[config.mk]
export PLATFORM = sky130hd
export DESIGN_NAME = ecp_rev_fifo
export DESIGN_NICKNAME = d
export VERILOG_FILES = /design/src/rtl/ecp_rev_pkg.sv /design/src/rtl/ecp_rev_sync.sv /design/src/rtl/ecp_rev_buf.sv /design/src/rtl/ecp_rev_hs.sv /design/src/rtl/ecp_rev_fifo.sv
export SDC_FILE = /design/constraint.sdc
export NUM_CORES = 1
export LEC_CHECK = 0
export ABC_AREA = 1
export CAP_MARGIN = 20
export CORE_MARGIN = 4
export CORE_UTILIZATION = 40
export CTS_BUF_LIST = sky130_fd_sc_hd__clkbuf_8
export CTS_CLUSTER_SIZE = 30
export DETAILED_ROUTE_END_ITERATION = 10
export SLEW_MARGIN = 25
export SYNTH_ARGS = -nofsm -noshare
export SYNTH_HDL_FRONTEND = slang
export SYNTH_HIERARCHICAL = 1
export SYNTH_SLANG_ARGS = --single-unit
[constraint.sdc]
create_clock -name clk -period 6.5 [get_ports clk]
set_input_delay 0.65 -clock clk [delete_from_list [all_inputs] [get_ports clk]]
set_output_delay 0.65 -clock clk [all_outputs]
set_load 0.02 [all_outputs]
[src/rtl/ecp_rev_pkg.sv]
package ecp_rev_pkg;

    localparam logic [2:0] PM_SW0  = 3'b000;
    localparam logic [2:0] PM_SW1  = 3'b001;
    localparam logic [2:0] PM_FIFO = 3'b010;
    localparam logic [2:0] PM_ECP  = 3'b011;

    localparam logic REG_DATA = 1'b0;
    localparam logic REG_STAT = 1'b1;

    localparam int ST_EMPTY = 0;
    localparam int ST_FULL  = 1;
    localparam int ST_TAG   = 2;

    typedef struct packed {
        logic       tag;     // BUSY level at capture: command/data marker
        logic [7:0] value;
    } entry_t;

    typedef enum logic {
        HS_IDLE = 1'b0,
        HS_HOLD = 1'b1
    } hs_state_t;

    function automatic logic auto_fill(input logic [2:0] mode, input logic rev);
        return (mode == PM_ECP) && rev;
    endfunction

    function automatic logic cpu_fill(input logic [2:0] mode, input logic rev);
        return (mode == PM_FIFO) || ((mode == PM_ECP) && !rev);
    endfunction

endpackage

[src/rtl/ecp_rev_sync.sv]
module ecp_rev_sync #(
    parameter int STAGES = 2
) (
    input  logic clk,
    input  logic rst,
    input  logic din,
    output logic dout
);
    logic [STAGES-1:0] chain;

    always_ff @(posedge clk) begin
        if (rst) chain <= '0;
        else     chain <= {chain[STAGES-2:0], din};
    end

    assign dout = chain[STAGES-1];
endmodule

[src/rtl/ecp_rev_buf.sv]
module ecp_rev_buf
    import ecp_rev_pkg::*;
#(
    parameter int DEPTH = 16,
    localparam int AW = (DEPTH > 1) ? $clog2(DEPTH) : 1,
    localparam int CW = $clog2(DEPTH + 1)
) (
    input  logic          clk,
    input  logic          rst,
    input  logic          push,
    input  entry_t        wr_entry,
    input  logic          pop,
    output entry_t        rd_entry,
    output logic          full,
    output logic          empty,
    output logic [CW-1:0] count
);
    localparam logic [AW-1:0] LAST  = AW'(DEPTH - 1);
    localparam logic [CW-1:0] CFULL = CW'(DEPTH);

    entry_t          store [DEPTH];
    logic [AW-1:0]   wr_ptr, rd_ptr;
    logic            do_push, do_pop;

    assign full    = (count == CFULL);
    assign empty   = (count == '0);
    assign do_push = push && !full;
    assign do_pop  = pop && !empty;
    assign rd_entry = store[rd_ptr];

    always_ff @(posedge clk) begin
        if (do_push) store[wr_ptr] <= wr_entry;
    end

    always_ff @(posedge clk) begin
        if (rst) begin
            wr_ptr <= '0;
            rd_ptr <= '0;
            count  <= '0;
        end else begin
            if (do_push) wr_ptr <= (wr_ptr == LAST) ? '0 : wr_ptr + 1'b1;
            if (do_pop)  rd_ptr <= (rd_ptr == LAST) ? '0 : rd_ptr + 1'b1;
            case ({do_push, do_pop})
                2'b10:   count <= count + 1'b1;
                2'b01:   count <= count - 1'b1;
                default: count <= count;
            endcase
        end
    end
endmodule

[src/rtl/ecp_rev_hs.sv]
module ecp_rev_hs
    import ecp_rev_pkg::*;
(
    input  logic       clk,
    input  logic       rst,
    input  logic       enable,
    input  logic       strobe_s,
    input  logic       space,
    input  logic       busy,
    input  logic [7:0] data,
    output logic       ack,
    output logic       push,
    output entry_t     entry
);
    hs_state_t state;

    always_ff @(posedge clk) begin
        if (rst) begin
            state <= HS_IDLE;
            ack   <= 1'b0;
        end else begin
            case (state)
                HS_IDLE: if (enable && strobe_s && space) begin
                    state <= HS_HOLD;
                    ack   <= 1'b1;
                end
                HS_HOLD: if (!strobe_s) begin
                    state <= HS_IDLE;
                    ack   <= 1'b0;
                end
                default: state <= HS_IDLE;
            endcase
        end
    end

    // Peripheral keeps data and BUSY stable until ack falls, so the sample
    // taken on the strobe release is settled.
    assign push        = (state == HS_HOLD) && !strobe_s;
    assign entry.tag   = busy;
    assign entry.value = data;
endmodule

[src/rtl/ecp_rev_fifo.sv]
module ecp_rev_fifo
    import ecp_rev_pkg::*;
#(
    parameter int DEPTH       = 16,
    parameter int SYNC_STAGES = 2,
    localparam int CW = $clog2(DEPTH + 1)
) (
    input  logic       clk,
    input  logic       rst,
    input  logic [2:0] port_mode,
    input  logic       dir_rev,
    input  logic       clk_frozen,
    input  logic       periph_strobe,
    input  logic       periph_busy,
    input  logic [7:0] periph_data,
    output logic       host_ack,
    input  logic       cpu_sel,
    input  logic       cpu_rd,
    input  logic       cpu_wr,
    input  logic [7:0] cpu_wdata,
    output logic [7:0] cpu_rdata
);
    logic          strobe_s;
    logic          auto_en;
    logic          hs_push, cpu_push, fifo_push, fifo_pop;
    entry_t        hs_entry, cpu_entry, wr_entry, head;
    logic          full, empty;
    logic [CW-1:0] count;

    ecp_rev_sync #(.STAGES(SYNC_STAGES)) u_sync (
        .clk(clk), .rst(rst), .din(periph_strobe), .dout(strobe_s)
    );

    assign auto_en = auto_fill(port_mode, dir_rev);

    ecp_rev_hs u_hs (
        .clk(clk), .rst(rst), .enable(auto_en), .strobe_s(strobe_s),
        .space(!full), .busy(periph_busy), .data(periph_data),
        .ack(host_ack), .push(hs_push), .entry(hs_entry)
    );

    assign cpu_push        = cpu_wr && (cpu_sel == REG_DATA) && cpu_fill(port_mode, dir_rev);
    assign cpu_entry.tag   = 1'b0;
    assign cpu_entry.value = cpu_wdata;

    assign fifo_push = hs_push | cpu_push;
    assign wr_entry  = hs_push ? hs_entry : cpu_entry;
    assign fifo_pop  = cpu_rd && (cpu_sel == REG_DATA) && !clk_frozen;

    ecp_rev_buf #(.DEPTH(DEPTH)) u_buf (
        .clk(clk), .rst(rst), .push(fifo_push), .wr_entry(wr_entry),
        .pop(fifo_pop), .rd_entry(head), .full(full), .empty(empty),
        .count(count)
    );

    always_comb begin
        cpu_rdata = '0;
        if (cpu_sel == REG_DATA) begin
            cpu_rdata = head.value;
        end else begin
            cpu_rdata[ST_EMPTY] = empty | clk_frozen;
            cpu_rdata[ST_FULL]  = full;
            cpu_rdata[ST_TAG]   = head.tag & !empty;
        end
    end
endmodule

==> summary.txt <==
Finish
  • Multi-input gate area: just under 2000 sq um
  • Commonest non-fill, non-tap cell in the layout: edfxtp_1
  • Fill count: approximately 1600
  • FF+latch area: roughly 4700 sq um
  • Antenna diode instance count: 0
  • Nets@finish: 740
  • Most frequent cells in the layout: edfxtp_1 (144), inv_1 (112), nand2_1 (108), nand3_1 (65), a21oi_1 (50)
  • Final instance area: 8190 sq um
  • Area growth syn-to-layout: 10.7%
  • Layout cells sized above 1: 8.93%

Yosys
  • Share of the synthesized area in the top cell type: 58.5%
  • Synth area leader: edfxtp_1
  • Sequential area share after synthesis: 64.1%
  • Syn Inst Count: 687
  • Fraction of synthesized area in multiplexers: 0%
  • Simple-Gate Fraction of Synth Area: 12.9%
  • Synthesized cell area: ~7400 sq um
  • Main combinational cell family by area after synthesis: simple AND/OR/NAND/NOR gates
  • Post-synthesis average cell area: 10.8 sq um
  • Top cells by area, synth: edfxtp_1 (58%), dfxtp_1 (5.7%), inv_1 (5.6%)
  • Adder-cell share of the synthesized area: 1.35%
  • Number of distinct library cells after synthesis: 28
  • Synth Area in XOR/XNOR: 0.592%
  • #FFs+latches synth: 165
  • Post-synth net total: 723
  • Compound-Gate Fraction of Synth Area: 11.4%
  • Synth Warn #: 6

Clock tree
  • Post-CTS Setup Inserts: 0
  • CTS sink cnt: 165
  • Worst-path clk slew: about 0.09 ns
  • Worst skew pair latency: 0.46 ns
  • CTS root buf: clkbuf_8
  • Hold buffer count at cts: 0
  • H-tree levels: 4
  • TritonCTS Buffers: 17
  • # resized after CTS: 0
  • Longest Clk Path Bufs: 2
  • TritonCTS clock tree: built

Worst setup path
  • Critical Path RT: 5.85 ns
  • Worst path bufs/invs: 2
  • CP Max Fanout: 19
  • Arrival time at the worst endpoint: 3.44 ns
  • Worst path cell trace: clkinv_1 > nand3_1 > nand3_1 > nand2_1 > nor2_1 > a21oi_1 > clkdlybuf4s50_1
  • CP most frequent cell: nand3_1
  • WP depth: 7
  • Setup Crit Path Kind: flop to primary output
  • Slowest stage delay, CP: 0.84 ns
  • Kind of cell adding the most delay to the critical path: buffers and inverters
  • Crit-path slowest cell: dfxtp_1
  • Crit end category: primary output
  • Reg2Reg Depth: 9
  • Element type at the critical path start: flop

Routing
  • Final ANT Viol Nets: 0
  • Via count: 4790
  • DR DRC count: 0
  • Mean routed wirelength per cell: 16.7 um
  • TritonRoute pass-1 iters: 5
  • Vias/cell: 5.06
  • Number of DRC markers in iteration 0: 376
  • Drt total wl: ~16 mm

Global routing
  • First-pass GRT wire length: about 25 mm
  • Tot GR Track Use: 16.1%
  • Initial antenna violation count: 0
  • Pin count of the biggest net entering global routing: 94
  • Gr ovfl total: 0
  • Number of global-route vias before repair: ~4900

Power and ir drop
  • Switching share of power: 22.8%
  • Lkg Pwr: between 2 and 3 nW
  • Cell area power density: 251 nW/um^2
  • Combinational share of power: roughly 7.2%
  • Internal power: approximately 1.6 mW
  • Sw Pwr: approximately 0.47 mW
  • Sequential cell fraction of total power: 56.8%
  • Clock Power Share: 36.0%
  • Worst VDD drop: ~0.14 mV

Floorplan
  • DIE AREA: 20700 sq um
  • Row Count: 49
  • I/O pin count: 37
  • Initial core utilization: 40.9%
  • Core ar.: approximately 18000 sq um
  • Die Y-Extent: 144 um
  • Die W: 144 um

Timing
  • Clock period minus worst slack: 4.09 ns
  • RSZ-0062 raised after global routing: false
  • Hold Vio Cnt, Final: 0
  • Max Slew Vio Count: 0
  • Tcrit/Tclk final: 62.9%
  • Max_slew headroom: 30.0%
  • Final Skew: 0.0112 ns
  • Final setup viols: 0
  • Upper clock frequency limit: 245 MHz
  • Slew @ Worst Pin: between 1 and 1.5 ns
  • Setup TNS: 0 ns

Placed design
  • Post-DP HPWL: 10.3 mm
  • Buffers on Ports: 36
  • Placed cell areas: 7780 sq um
  • Routability Congestion: 0.807

Min path
  • Hold Crit Class: flop to flop
  • Hold-critical path depth: 2

Status
  • Run status: finished clean

Job
  • Maxcap violations: 0
==> cells in the mapped netlist (all sizes together) <==
cell and n:
nand3 65, nand2 110, nor3b 1, o21ai 44, xnor2 1, buf 36, o211ai 36, nand4 2
nor2 41, edfxtp 144, inv 113, ha 8, o22ai 1, nand3b 2, clkinv 2, dfxtp 21
xor2 4, clkbuf 4, nor3 2, a21oi 50
==> worst paths after layout <==
path	slack (ns)	end	from
min reg2reg	0.41	u_sync/chain[1]	u_sync/chain[0]
min	0.41	u_sync/chain[1]	u_sync/chain[0]
max	2.41	cpu_rdata[1]	flop
max reg2reg	3.94	u_buf/store[3][6]	u_sync/chain[1]
==> worst reg2reg max path: stages, from the launching register on <==
cell	delay, ns
dfxtp_1	0.30
inv_1	0.08
nand2_1	0.07
inv_1	0.24
inv_2	0.16
nand2_1	0.12
nand2_2	0.14
inv_2	0.16
nand2_1	0.12
nor2_1	0.80
==> registers in the layout, summed over array words and instances (netlist names), named ones only <==
register,count
u_buf/rd_ptr,4
u_buf/count,5
u_buf/store,144
u_hs/state,1
u_buf/wr_ptr,4
u_sync/chain,2
u_hs/ack,1
==> power groups by stage <==
stage	clock network (mW)	logic (mW)	registers, mW
floorplan	0	0.112	1.18
global placement	0	0.146	1.19
detailed placement	0	0.149	1.19
CTS	0.757	0.150	1.17
global route	0.807	0.166	1.17
finish	0.740	0.149	1.17
==> layer usage <==
| layer | share of wire [%] | wire length, um | vias up | track usage, % |
|---|---|---|---|---|
| met3 | 3.1 | 497 | 25 | 3.60 |
| met4 | 2.1 | 332 | 0 | 5.85 |
| met1 | 44 | 7000 | 2312 | 20.0 |
| met2 | 50 | 7970 | 101 | 27.8 |
| met5 | 0 | 0 | - | 0 |
| li1 | - | - | 2352 | - |
==> stage by stage <==
stage                     worst slack [ns]  hold WS [ns]  instances  total power, mW  utilization, %
final                                 2.41         0.409        946             2.06            45.3
after global routing                  2.17         0.447        946             2.14            45.3
after CTS                             2.36         0.410        946             2.08            45.3
after detailed placement              2.88         0.399        914             1.34            43.0
after global placement                2.95         0.401        914             1.34            43.0
after floorplan                       4.16         0.388        687             1.29               -
==> kinds of logic after synthesis <==
group,count (synthesis)
and+or+nand+nor,223
DFF,165
buffers and inverters,155
AOI/OAI and AO/OA,131
adders and majority gates,8
xor gates and xnor gates,5
==> final cells by class <==
type	count	area share, %
Clock buffer	17	2.86
Sequential cell	165	58.0
Timing Repair Buffer	38	4.58
Multi-Input combinational cell	367	23.8
Inverter	115	5.27
Clock inverter	15	2.02
Tap cell	229	3.50
(Power assumes the default switching activity.)
